$ cat src/rtl/tsf_pkg.sv
package tsf_pkg;
  parameter int DATA_W    = 32;
  parameter int STAT_W    = 16;
  parameter int AXIS_W    = 10;
  parameter int X_LSB     = 16;
  parameter int Y_LSB     = 0;
  parameter int PEN_BIT   = 31;
  parameter int OVR_BIT   = 8;
  parameter int EMPTY_BIT = 7;
  parameter int WIN       = 4;

  typedef enum logic [1:0] {
    S_IDLE    = 2'd0,
    S_CHECK   = 2'd1,
    S_FLUSH   = 2'd2,
    S_COLLECT = 2'd3
  } seq_state_e;
endpackage

$ cat src/rtl/tsf_event_latch.sv
module tsf_event_latch (
  input  logic clk,
  input  logic rst_n,
  input  logic irq,
  input  logic accept,
  output logic pending
);
  logic irq_q, irq_q_n, pend_n;

  always_comb begin
    irq_q_n = irq;
    pend_n  = (pending & ~accept) | (irq & ~irq_q);
  end

  always_ff @(posedge clk or negedge rst_n) begin
    if (!rst_n) begin
      irq_q   <= 1'b0;
      pending <= 1'b0;
    end else begin
      irq_q   <= irq_q_n;
      pending <= pend_n;
    end
  end

  AST_PEND_KEPT: assert property (@(posedge clk) disable iff (!rst_n)
    (pending && !accept) |=> pending);
endmodule

$ cat src/rtl/tsf_seq.sv
module tsf_seq
  import tsf_pkg::*;
#(
  parameter int N_WIN = WIN
) (
  input  logic                          clk,
  input  logic                          rst_n,
  input  logic                          start,
  input  logic                          overrun,
  input  logic                          empty,
  output logic                          accept,
  output logic                          pop,
  output logic [$clog2(N_WIN)-1:0]      pop_idx,
  output logic                          done,
  output logic                          full
);
  localparam int CNT_W = $clog2(N_WIN + 1);
  localparam int IDX_W = $clog2(N_WIN);

  seq_state_e       state, state_n;
  logic [CNT_W-1:0] cnt, cnt_n;

  always_comb begin
    state_n = state;
    cnt_n   = cnt;
    accept  = 1'b0;
    pop     = 1'b0;
    done    = 1'b0;
    case (state)
      S_IDLE: begin
        if (start) begin
          accept  = 1'b1;
          cnt_n   = '0;
          state_n = S_CHECK;
        end
      end
      S_CHECK: state_n = overrun ? S_FLUSH : S_COLLECT;
      S_FLUSH: begin
        if (empty) state_n = S_IDLE;
        else       pop     = 1'b1;
      end
      S_COLLECT: begin
        if ((cnt < CNT_W'(N_WIN)) && !empty) begin
          pop   = 1'b1;
          cnt_n = cnt + 1'b1;
        end else begin
          done    = 1'b1;
          state_n = S_IDLE;
        end
      end
      default: state_n = S_IDLE;
    endcase
  end

  assign pop_idx = cnt[IDX_W-1:0];
  assign full    = (cnt == CNT_W'(N_WIN));

  always_ff @(posedge clk or negedge rst_n) begin
    if (!rst_n) begin
      state <= S_IDLE;
      cnt   <= '0;
    end else begin
      state <= state_n;
      cnt   <= cnt_n;
    end
  end

  AST_POP_NOT_EMPTY: assert property (@(posedge clk) disable iff (!rst_n)
    pop |-> !empty);
  AST_WINDOW_LIMIT: assert property (@(posedge clk) disable iff (!rst_n)
    (state == S_COLLECT && pop) |-> (cnt < CNT_W'(N_WIN)));
  AST_FLUSH_SILENT: assert property (@(posedge clk) disable iff (!rst_n)
    (state == S_FLUSH) |-> !done);
endmodule

$ cat src/rtl/tsf_sample_path.sv
module tsf_sample_path
  import tsf_pkg::*;
#(
  parameter int N_WIN = WIN
) (
  input  logic                      clk,
  input  logic                      rst_n,
  input  logic                      pop,
  input  logic [$clog2(N_WIN)-1:0]  pop_idx,
  input  logic [DATA_W-1:0]         data,
  input  logic                      done,
  input  logic                      full,
  output logic                      rpt_valid,
  output logic [AXIS_W-1:0]         rpt_x,
  output logic [AXIS_W-1:0]         rpt_y,
  output logic                      rpt_touch
);
  localparam int IDX_W = $clog2(N_WIN);
  localparam logic [IDX_W-1:0] IDX_A    = IDX_W'(1);
  localparam logic [IDX_W-1:0] IDX_B    = IDX_W'(2);
  localparam logic [IDX_W-1:0] IDX_LAST = IDX_W'(N_WIN - 1);
  localparam logic [AXIS_W-1:0] FULL_SCALE = '1;

  logic [AXIS_W-1:0] inv_x, inv_y;
  logic [AXIS_W-1:0] ax, ay, bx, by;
  logic [AXIS_W-1:0] ax_n, ay_n, bx_n, by_n;
  logic              pen_up, pen_up_n;
  logic [AXIS_W:0]   sum_x, sum_y;
  logic              touch_ok;
  logic              valid_n, touch_n;
  logic [AXIS_W-1:0] x_n, y_n;

  always_comb begin
    inv_x = FULL_SCALE - data[X_LSB +: AXIS_W];
    inv_y = FULL_SCALE - data[Y_LSB +: AXIS_W];
    ax_n = ax; ay_n = ay; bx_n = bx; by_n = by; pen_up_n = pen_up;
    if (pop && pop_idx == IDX_A)    begin ax_n = inv_x; ay_n = inv_y; end
    if (pop && pop_idx == IDX_B)    begin bx_n = inv_x; by_n = inv_y; end
    if (pop && pop_idx == IDX_LAST) pen_up_n = data[PEN_BIT];
    sum_x    = {1'b0, ax} + {1'b0, bx};
    sum_y    = {1'b0, ay} + {1'b0, by};
    touch_ok = full & ~pen_up;
    valid_n  = done;
    touch_n  = done ? touch_ok : rpt_touch;
    x_n      = (done && touch_ok) ? sum_x[AXIS_W:1] : rpt_x;
    y_n      = (done && touch_ok) ? sum_y[AXIS_W:1] : rpt_y;
  end

  always_ff @(posedge clk or negedge rst_n) begin
    if (!rst_n) begin
      ax <= '0; ay <= '0; bx <= '0; by <= '0;
      pen_up    <= 1'b0;
      rpt_valid <= 1'b0;
      rpt_touch <= 1'b0;
      rpt_x     <= '0;
      rpt_y     <= '0;
    end else begin
      ax <= ax_n; ay <= ay_n; bx <= bx_n; by <= by_n;
      pen_up    <= pen_up_n;
      rpt_valid <= valid_n;
      rpt_touch <= touch_n;
      rpt_x     <= x_n;
      rpt_y     <= y_n;
    end
  end

  AST_VALID_ONE_CYCLE: assert property (@(posedge clk) disable iff (!rst_n)
    rpt_valid |=> !rpt_valid);
  AST_UP_HOLDS_POS: assert property (@(posedge clk) disable iff (!rst_n)
    (rpt_valid && !rpt_touch) |-> ($stable(rpt_x) && $stable(rpt_y)));
  AST_TOUCH_NEEDS_WINDOW: assert property (@(posedge clk) disable iff (!rst_n)
    (rpt_valid && rpt_touch) |-> $past(full));
endmodule

$ cat src/rtl/touch_report_filter.sv
module touch_report_filter
  import tsf_pkg::*;
(
  input  logic              clk,
  input  logic              rst_n,
  input  logic              fifo_irq,
  input  logic [STAT_W-1:0] fifo_status,
  input  logic [DATA_W-1:0] fifo_data,
  output logic              fifo_pop,
  output logic              rpt_valid,
  output logic [AXIS_W-1:0] rpt_x,
  output logic [AXIS_W-1:0] rpt_y,
  output logic              rpt_touch
);
  localparam int IDX_W = $clog2(WIN);

  logic             pending, accept, done, full;
  logic [IDX_W-1:0] pop_idx;

  tsf_event_latch u_latch (
    .clk     (clk),
    .rst_n   (rst_n),
    .irq     (fifo_irq),
    .accept  (accept),
    .pending (pending)
  );

  tsf_seq #(.N_WIN(WIN)) u_seq (
    .clk     (clk),
    .rst_n   (rst_n),
    .start   (pending),
    .overrun (fifo_status[OVR_BIT]),
    .empty   (fifo_status[EMPTY_BIT]),
    .accept  (accept),
    .pop     (fifo_pop),
    .pop_idx (pop_idx),
    .done    (done),
    .full    (full)
  );

  tsf_sample_path #(.N_WIN(WIN)) u_path (
    .clk       (clk),
    .rst_n     (rst_n),
    .pop       (fifo_pop),
    .pop_idx   (pop_idx),
    .data      (fifo_data),
    .done      (done),
    .full      (full),
    .rpt_valid (rpt_valid),
    .rpt_x     (rpt_x),
    .rpt_y     (rpt_y),
    .rpt_touch (rpt_touch)
  );
endmodule

$ cat config.mk
export PLATFORM = sky130hd
export DESIGN_NAME = touch_report_filter
export DESIGN_NICKNAME = d
export VERILOG_FILES = /design/src/rtl/tsf_pkg.sv /design/src/rtl/tsf_event_latch.sv /design/src/rtl/tsf_seq.sv /design/src/rtl/tsf_sample_path.sv /design/src/rtl/touch_report_filter.sv
export SDC_FILE = /design/constraint.sdc
export NUM_CORES = 1
export LEC_CHECK = 0
export ABC_AREA = 1
export BUFFER_PORTS_ARGS = -buffer_cell sky130_fd_sc_hd__buf_2
export CORE_MARGIN = 2
export CORE_UTILIZATION = 40
export CTS_CLUSTER_DIAMETER = 60
export DETAILED_ROUTE_END_ITERATION = 8
export REMOVE_ABC_BUFFERS = 1
export SLEW_MARGIN = 10
export SYNTH_ARGS = -nofsm -noshare
export SYNTH_HDL_FRONTEND = slang
export SYNTH_HIERARCHICAL = 1
export SYNTH_SLANG_ARGS = --single-unit
$ cat constraint.sdc
create_clock -name clk -period 1.4 [get_ports clk]
set_input_delay 0.21 -clock clk [delete_from_list [all_inputs] [get_ports clk]]
set_output_delay 0.21 -clock clk [all_outputs]
set_load 0.005 [all_outputs]
# Word level (Yosys, flattened, before mapping)
# Cells that the tools add are included.
dict set report totals {
  reg_bits 70
  latch_bits 0
  ramBits 0
  mem_bits_ro 0
  input_bits 51
  output_inout_bits 23
  wordCells 62
  n_memories 0
}
dict set report classes {
  add_sub_neg 5
  multipliers 0
  div_mod_pow 0
  order_cmp 1
  n_eq_ne 11
  shift 0
  muxes 15
  bitwise_logic 7
  reduce_logical 10
}
# operator count
set op_table {}
lappend op_table {{adder 10 x 10 -> 11 bit} 2}
lappend op_table {{subtractor 10 bit (first input constant)} 2}
lappend op_table {{equality test 2 bit (second input constant)} 4}
lappend op_table {{one-hot mux 2 bit (4 select lines)} 1}
lappend op_table {{2-to-1 mux 1 bit} 7}
lappend op_table {{2-to-1 mux 2 bit} 3}
lappend op_table {{2-to-1 mux 3 bit} 2}
lappend op_table {{!= test 2 bit (second input constant)} 3}
lappend op_table {{one-hot mux 3 bit (2 select lines)} 1}
lappend op_table {{AND reduction 3 bit} 2}
lappend op_table {{logical AND 1 bit} 5}
lappend op_table {{equality test 2 x 1 -> 1 bit (second input constant)} 2}
lappend op_table {{adder 3 x 1 -> 3 bit (second input constant)} 1}
lappend op_table {{bitwise AND 1 bit} 3}
lappend op_table {{equality test 3 bit (second input constant)} 1}
lappend op_table {{< comparator 3 bit (second input constant)} 1}
lappend op_table {{inverter 1 bit} 3}
lappend op_table {{logical NOT 2 bit} 1}
lappend op_table {{!= test 2 x 1 -> 1 bit (second input constant)} 1}
lappend op_table {{one-hot mux 1 bit (2 select lines)} 1}
lappend op_table {{nonzero test 2 bit} 1}
lappend op_table {{logical NOT 1 bit} 1}
lappend op_table {{bitwise OR 1 bit} 1}

# Logic depth before layout (Yosys ltp)
# Gate-level depths: netlist of run 1.
dict set report logic_depth {
  word_depth 5
  depth_mapped 11
  mapped_depth_nobuf 10
}

# By module
# The synthesis of run 1 kept the hierarchy.
# mod instances cells_each area_each_um2 seq_area_each_um2
set modules_own_cells {}
lappend modules_own_cells {tsf_sample_path 1 374 3204.3 1576.5}
lappend modules_own_cells {tsf_seq 1 42 317.8 125.1}
lappend modules_own_cells {tsf_event_latch 1 7 68.8 50.0}

# Worst setup path before layout of run 1
# OpenSTA, ideal clock, no wires.
dict set report synth_timing {
  path_type {reg-to-reg}
  from {register u_path.ay[0]}
  to {register u_path.rpt_y[7]}
  setup_time_ps 117
  arrival_ps 1353
  t_required_ps 1283
  slack_ps -70
  stages_incl_launch_ff 9
  path_buffers 0
  period_less_slack_ps 1470
  cell_sequence {dfrtp_1 > nand2_1 > fa_1 > o21ai_2 > nand2_2 > nand2_2 > nand2_1 > nand3_1 > nand2_1}
}
dict set report synth_via {
  elab_chain_cells 1
}
# item line_no
set synth_lines {}
lappend synth_lines {{start, declared} tsf_sample_path.sv:25} ;# logic [AXIS_W-1:0] ax, ay, bx, by;
lappend synth_lines {{start signal, assigned} tsf_sample_path.sv:58} ;# ax <= ax_n; ay <= ay_n; bx <= bx_n; by <= by_n;
lappend synth_lines {{adder 10 x 10 -> 11 bit} tsf_sample_path.sv:41} ;# sum_y = {1'b0, ay} + {1'b0, by};
lappend synth_lines {{end signal, assigned} tsf_sample_path.sv:63} ;# rpt_y <= y_n;
lappend synth_lines {{end, declared} tsf_sample_path.sv:15} ;# output logic [AXIS_W-1:0] rpt_y,
# Every way passes these cells.
# A chain may end at the register's enable or synchronous reset.

# Worst setup path in the final report of run 1
dict set report layout_timing {
  from {register u_path.ax[1]}
  to {register u_path.rpt_x[5]}
}
dict set report layout_via {
  elab_chain_cells 1
}
# item line_no
set layout_lines {}
lappend layout_lines {{start, declared} tsf_sample_path.sv:25}
lappend layout_lines {{start signal, assigned} tsf_sample_path.sv:58}
lappend layout_lines {{adder 10 x 10 -> 11 bit} tsf_sample_path.sv:40} ;# sum_x = {1'b0, ax} + {1'b0, bx};
lappend layout_lines {{end signal, assigned} tsf_sample_path.sv:62} ;# rpt_x <= x_n;
lappend layout_lines {{end, declared} tsf_sample_path.sv:14} ;# output logic [AXIS_W-1:0] rpt_x,
# Every way passes these cells.

==> run summary, run 1 <==
The internal power component was 5.62 mW. The number of diodes added for antenna fixing is 0, and the count of vias placed by the detailed router is 3067. For the worst setup path, the data required time is 1640 ps. TritonCTS created 9 clock buffers.

Setup repair after global routing could not meet its margin everywhere. The floorplan step defined a core boundary enclosing 8720 sq um. The met1 capacity usage during global routing is 0.216, and the static leakage is 2.54 nW. The largest net degree at the start of global routing was 71; the share of layout cells above drive strength 1 was 0.410.

The tools report the number of detailed-route iterations in the first pass as 4. The final global-route overflow total was 0. Via count of the first global-routing pass: 2990.

Static timing analysis puts the maximum clock frequency at 672 MHz. The horizontal die dimension came out at 98.8 um. The proportion of total power due to net switching was 0.387; the worst-case clock skew was 8.51 ps.

Setup slack on the worst reg-to-reg path comes out at -90 ps. The count of final setup violators was 15; the number of max-slew violations in the final report was 0. The share of the clock period used by the worst path was 1.06; the worst setup margin was -87.1 ps.

The tools report the cell row count as 34. The number of hold violations in the final report was 0; the worst IR drop on VDD was 0.000818 V. The run gives 0.0426 as the global routing met3 resource utilization. The switching power was 3.54 mW; the clock transition at the registers of the reported paths was 70 ps. The floorplan step set the die height to 98.8 um. The utilization after layout was 0.578.

The worst setup path is of the reg -> reg kind. The run gives 9750 sq um as the overall die area. The leading cell type in the layout, fill and taps excluded is nand2_1. Of all nets on the critical path, the largest fanout is 3. For the wire length of the first global-routing pass, the log shows 13.6 mm.

Count of port buffers added during placement: 48. In this run the remaining antenna-violating nets after routing total 0. The count of clock tree sinks is 70. The layer flagged by global routing as most heavily used is met2. Combined global-route utilization of all metal layers: 0.173.

In this run, the number of DRC markers left after iteration 0 of detailed routing was 104. The count of cells along the worst hold path is 2. The kind of end point of the critical path was a register. Terminating pin of the worst hold path: u_path/by[3].

The synthesis-to-layout area growth came out at 40.4%. The depth of the worst register-to-register path was 8; the clock network latency to the later pin of the worst-skew pair was 340 ps. Across the run, the number of max-cap violations was 0. The logs give 31 for the number of distinct library cells after synthesis and 0.488 for the portion of the post-synthesis area used by sequential elements. The minimum clock period after layout works out to 1490 ps. In this run the worst hold path is classified as in -> reg. Met2 track utilization from global routing: 0.295. Dividing the detail-routed via count by the number of cells gives 4.83. The final layout contains routed wiring with a total length of 8.37 mm. The tools report the remaining max-slew budget at the tightest pin as 0.753. In the final layout, the multi-input gates occupy 2090 sq um. The cell area that synthesis handed to floorplanning was 3590 sq um. The worst-case clock buffer depth was 2. In the final layout, flip-flops and latches occupy 1750 sq um. Data arrives at the worst endpoint at 1720 ps.

The share of power burned in the clock network came out at 0.146. After technology mapping, the gate count stands at 423. Total power consumption of the routed design: 9.16 mW.

The number of H-tree levels was 3. TritonCTS built the clock tree. The flop and latch count out of synthesis works out to 70. STA classifies the critical path startpoint as a register. The final reports fail on negative setup slack. The total power divided by cell area works out to 1820 nW/um^2.

At the pin with the least slew margin, the transition time is 370 ps. During I/O placement, the number of pins put on the boundary was 74. The run finished, with violations left. The final HPWL from detailed placement was 5.31 mm; the post-layout net count was 596.

The startpoint identified for the worst hold timing path is fifo_data[3]. The proportion of power drawn by flip-flops and latches is 0.342. The average instance in the mapped netlist occupies 8.49 sq um. The worst register-to-register path ends at u_path/rpt_x[5]. In the layout the commonest cells are nand2_1 (106), dfrtp_1 (69), buf_2 (48). The layout filler cell count was 755; the starting density of the core was 0.412. In the routed design, unresolved DRC markers number 0.

At the end of routability-driven placement, the weighted congestion stood at 0.861. The Yosys step of the flow raised 6 warnings. In this run the critical register-to-register path is launched from u_path/ax[1]. After detailed routing, the average wire length per cell comes to 13.2 um.

The root buffer cell chosen for the clock tree is clkbuf_8. The logic gate share of total power was 0.512; the number of antenna violations at the first check in global routing was 0.
-- state kept, by name (all words and copies together) (netlist names) --
name              count
u_path/rpt_valid      1
u_path/ax            10
u_path/rpt_touch      1
u_seq/cnt             3
u_path/by            10
u_path/bx            10
u_seq/state           2
u_path/rpt_y         10
u_path/ay            10
u_latch/pending       1
u_path/rpt_x         10
u_latch/irq_q         1
u_path/pen_up         1
-- per-stage QoR --
stage	TNS, ps	area [sq um]	setup WS [ps]	hold WS [ps]	instances
2_1_floorplan	-11810	3520	-314	-85.6	409
3_3_place_gp	-949	4180	-113	261	597
3_5_place_dp	-1320	4180	-167	262	597
4_1_cts	-397	4690	-46.4	44.2	623
5_1_grt	-2310	5040	-160	55.0	635
6_report	-678	5040	-87.1	58.3	635
-- synth_stat cells --
cell,instances,area (sq um)
nor2_2,4,25.0
a211oi_1,2,15.0
o21ai_2,2,17.5
o21bai_1,2,15.0
mux2_2,1,11.3
ha_1,20,250
buf_6,1,11.3
inv_2,1,3.75
xnor2_1,4,35.0
o211ai_1,1,7.51
fa_1,2,40.0
buf_2,5,25.0
xor2_1,2,17.5
o21ai_1,2,10.0
nand3b_1,4,30.0
a21oi_2,4,35.0
nand2_2,6,37.5
nand2_4,1,11.3
nand2_1,138,518
clkinv_2,1,5.00
a21oi_1,6,30.0
nand3_2,2,20.0
nand3_1,25,125
o21ai_0,47,235
nand4_1,3,18.8
o21bai_4,2,37.5
nor2_1,20,75.1
dfrtp_1,70,1750
inv_1,37,139
buf_4,2,15.0
clkbuf_1,6,22.5
-- timing repair --
| action | CTS | global route |
|---|---|---|
| cloned | 0 | 2 |
| hold endpoints to repair | 71 | 0 |
| pin swaps | 24 | 26 |
| setup buffers | 9 | 10 |
| gates resized for setup | 40 | 69 |
| setup endpoints to repair | 17 | 29 |
| hold buffers | 2 | 0 |
-- worst max-delay path by stage --
stage	start	end	slack (ps)
after floorplan	u_seq/cnt[2]	u_path/ax[0]	-310
after detailed placement	u_path/ay[1]	u_path/rpt_y[7]	-170
final	u_path/ax[1]	u_path/rpt_x[5]	-90
after global placement	u_path/by[0]	u_path/rpt_y[5]	-110
after global routing	u_path/ax[1]	u_path/rpt_x[9]	-160
after CTS	u_path/ay[1]	u_path/rpt_y[5]	-50
-- cell families after synthesis --
logic type	after synthesis	share of synthesized area
AO/OA/AOI/OAI	68	0.112
XOR/XNOR	6	0.0146
adder cells (fa/ha/maj)	22	0.0808
buffers and inverters	53	0.0617
flip-flops	70	0.488
multiplexers	1	0.00314
AND/OR/NAND/NOR	203	0.240
-- final cells by class --
type                            count  area share
Multi-Input combinational cell    300       0.415
Sequential cell                    70       0.348
Timing Repair Buffer              103       0.151
Inverter                           39      0.0303
Clock buffer                       13      0.0275
Tap cell                          108      0.0268
Clock inverter                      2     0.00199
-- worst max-delay path: stages, from the launching register on --
cell	delay, ps
dfrtp_1	380
inv_2	50
fa_2	410
o21ai_4	210
nand2_2	80
nand2_1	60
nand2_1	50
nand3_1	80
nand2_1	60
-- layer usage --
layer / part of all wire / wire length [um] / up-vias
li1: - / - / 1563
met1: 0.44 / 3700 / 1438
met2: 0.51 / 4290 / 57
met3: 0.033 / 277 / 9
met4: 0.012 / 101 / 0
met5: 0 / 0 / -
-- power by group through the flow --
| stage | Combinational (mW) | Sequential, mW | Clock [mW] |
|---|---|---|---|
| final | 4.69 | 3.14 | 1.34 |
| after global routing | 5.22 | 3.21 | 1.47 |
| after CTS | 4.09 | 3.09 | 1.38 |
| after detailed placement | 3.34 | 2.97 | 0 |
| after global placement | 3.26 | 2.94 | 0 |
| after floorplan | 2.19 | 2.92 | 0 |
Power figures use the tool's default switching activity.
==> run 2, diff against run 1 <==
--- a/config.mk
+++ b/config.mk
@@ -15,5 +15,4 @@
 export SLEW_MARGIN = 10
 export SYNTH_ARGS = -nofsm -noshare
 export SYNTH_HDL_FRONTEND = slang
-export SYNTH_HIERARCHICAL = 1
 export SYNTH_SLANG_ARGS = --single-unit
==> run 2 against run 1 <==
The run still ends with negative setup slack left. Maximum frequency fell by 5.5%. Flip-flop and latch count unchanged. First-iteration DRC count grew 81%. Sequential power is 3% higher. Die area grew 2.1%. Hold slack got worse by 19 ps. Utilization rose by 1.4 points.
==> run summary, run 2 <==
The starting density of the core was 0.417. STA classifies the critical path endpoint as a register. The combined global-route utilization of all metal layers came out at 0.175. The path with the worst hold slack has its endpoint at u_path.by[1].

The number of buffers created by CTS is 9. For this run, the leading register cell type out of synthesis is dfrtp_1. The worst IR drop on VDD was 0.000917 V.

Flop and latch count out of synthesis: 70. At the later pin of the worst-skew pair, clock insertion delay measures 350 ps. The depth of the worst register-to-register path was 10; the count of final setup violators was 14.

The class of the most critical hold timing path is in -> reg. The final reports fail on negative setup slack. The tools report the number of antenna violations at the first check in global routing as 0. The flow ran to the end, but the final reports show violations. The logs give -222 ps for the worst setup slack after placement and 5.59 mm for the final HPWL from detailed placement. TritonCTS built the clock tree.

Detailed routing inserted a total of 3194 vias. Static leakage: 2.67 nW. The critical path is of the reg -> reg type.

For this design, the slowest cell found on the critical path is fa_2. The setup check on the worst reg-to-reg path leaves a slack of -170 ps. STA classifies the critical path startpoint as a register. The Yosys step of the flow raised 0 warnings. The utilization after layout came out at 0.592. By count the netlist is led by nand2_1 (140), dfrtp_1 (70), inv_1 (39).

The share of layout cells above drive strength 1 came out at 0.434. The run gives 0 as the number of hold violations in the final report. Average cell area after synthesis: 8.56 sq um. The H-tree generated during clock tree synthesis spans 3 levels. The data arrival time of the worst path was 1810 ps. Compared with the post-synthesis result, the final layout area differs by 42.0%. The remaining max-slew budget at the tightest pin came out at 0.742. Traced cell by cell, the critical path runs through nand2_2 -> fa_2 -> inv_2 -> nand3_2 -> nand2_4 -> nand3_4 -> nand2_2 -> nand2_2 -> nand3_2 -> nand2_1. The proportion of synthesized flip-flops having asynchronous set or reset is 1.00, and the clock transition at the registers of the reported paths is 80 ps. The synthesized design contains 0 enable-type register cells. Post-route cell area: 5210 sq um. Tracing the worst setup path back leads to its startpoint at u_path.bx[0].

The count of port buffers added during placement was 48. The share of the clock period used by the worst path was 1.12. The die covers 9960 sq um. Routability-driven placement finished with a final weighted congestion of 0.870.

The most numerous cell type found on the critical path is nand2_2. The cell count after synthesis came out at 429. The required arrival time at the worst endpoint was 1640 ps. After floorplanning, the core was divided into 34 placement rows. For the worst hold-check slack, the log shows 39.7 ps. The highest fanout seen on the critical path is 3, and the via count of the first global-routing pass is 3012. The first-iteration detailed-routing DRC count was 188.

For the pin with the worst max-slew slack, the measured transition is 386 ps. Largest net degree at the start of global routing: 71. The family with the most delay on the worst path is simple AND/OR/NAND/NOR gates. Before antenna repair, the detailed router went through 4 iterations. The number of placed cells counting well taps was 610. In this run, distinct cell masters in the synthesized netlist total 28. The tree is rooted in a clkbuf_8. Excluding fillers, the count of instances in the completed layout stands at 649. For the maximum achievable frequency, the log shows 635 MHz. By instance count, the leading cell after synthesis is nand2_1.

After routing, the total negative slack on setup checks comes to -916 ps. The tools report the worst setup margin as -174 ps. Summing every instance area after synthesis gives 3670 sq um. The horizontal die dimension is 99.8 um, and the buffering stage count on the worst path with inverters included is 1.

The worst register-to-register path ends at u_path.rpt_x[5]. Across the run, the number of max-cap violations was 0. The die extent in y came out at 99.8 um.

For the final database, setup skew stands at 7.01 ps. Worst-case clock buffer depth: 2. The largest area contributor in the netlist was dfrtp_1. The run gives 0 as the number of max-slew violations in the final report.

After synthesis, the cell types taking the most area are dfrtp_1 (48%), nand2_1 (14%), ha_1 (7.5%). Along the worst hold path, the cell count comes to 2. Placeable core region: 8810 sq um. In this design, the stage delay of the slowest critical-path cell is 390 ps. In the routed layout, each cell is associated on average with a via count of 4.92. The post-detailed-routing wire length was 9.09 mm; the wire length of the first global-routing pass was 13.9 mm. For this design the ratio of total power to cell area is 2160 nW/um^2. The final global-route overflow total was 0.

Setup repair after global routing could not meet its margin everywhere. The completed layout was analyzed and its total power is 11.3 mW. The layout has 727 filler cells. The placed instances occupy a cell area of 4270 sq um. The smallest clock period supported by the final layout is computed as 1570 ps.

The area fraction of the dominant cell type after synthesis came out at 0.477. For this run, design rule violations remaining after detail routing come to 0. In the layout the commonest cells are nand2_1 (113), dfrtp_1 (70), buf_2 (48). The number of top-level pins was 74. After detailed routing, the average wire length per cell comes to 14.0 um. The startpoint identified for the worst hold timing path is fifo_data[1]. The number of antenna diodes in the final layout is 0.

The logs give 0.477 for the portion of the post-synthesis area used by sequential elements and 70 for the count of clock tree sinks. In the final design database the tool counted 613 nets. Leaving out fill and tap cells, the most frequent cell in the layout is nand2_1.

The detail route stage leaves a number of antenna-violating nets equal to 0. The startpoint identified for the worst register-to-register timing path is u_path.bx[0].
==> run 2: cell types whose count changed in the layout (fill, tap and decap cells not counted), moves of 5 or more <==
cell / previous run / this run
buf_4: 42 / 47
buf_6: 5 / 10
nand2_1: 106 / 113
nand2_2: 31 / 20
nand3_2: 9 / 14
nor2_1: 17 / 12
o21ai_0: 41 / 7
o21ai_1: 5 / 30
o21ai_2: 3 / 17
==> run 2: where the power goes <==
part / leakage [nW] / switching, mW / internal [mW]
logic: 1.65 / 3.24 / 3.28
registers: 0.925 / 0.572 / 2.65
clock network: 0.0914 / 0.743 / 0.768
==> run 2: cell families (layout without fill, tap and decap cells) <==
| group | Yosys count | count (layout) | share of synthesized area |
|---|---|---|---|
| DFF | 70 | 70 | 0.477 |
| and+or+nand+nor | 203 | 203 | 0.232 |
| xor gates and xnor gates | 6 | 6 | 0.0143 |
| AOI/OAI and AO/OA | 74 | 74 | 0.124 |
| buffers and inverters | 52 | 164 | 0.0665 |
| adders and majority gates | 24 | 24 | 0.0859 |
==> run 2: layer usage <==
layer	track usage	vias to the layer above	wire, um
li1	-	1616	-
met1	0.228	1495	4210
met2	0.293	65	4420
met3	0.0362	18	263
met4	0.0569	0	203
met5	0	-	0
==> run 2: worst max path at each step <==
stage / end / slack, ps / depth (start not counted)
5_1_grt: u_path.rpt_x[5] / -240 / 10
6_report: u_path.rpt_x[5] / -170 / 10
3_5_place_dp: u_path.rpt_x[6] / -220 / 8
3_3_place_gp: u_path.rpt_x[6] / -190 / 8
4_1_cts: fifo_pop / -80 / 5
2_1_floorplan: u_path.rpt_x[4] / -510 / 6
==> run 2: cell type report <==
class,count,area [sq um],share of cell area
multi-input combinational,307,2210,0.425
sequential,70,1750,0.336
timing repair buffer,110,786,0.151
clock buffer,13,169,0.0324
inverter,40,153,0.0293
tap,108,135,0.0259
clock inverter,1,5.00,0.000960
==> run 2: repair_timing <==
action                     4_1_cts  5_1_grt
gates cloned                     0        1
setup endpoints to repair       19       62
pin swaps                       27       54
resized for setup               59       69
setup buffers                    8       15
hold endpoints to repair        71        0
hold buffers                     2        0
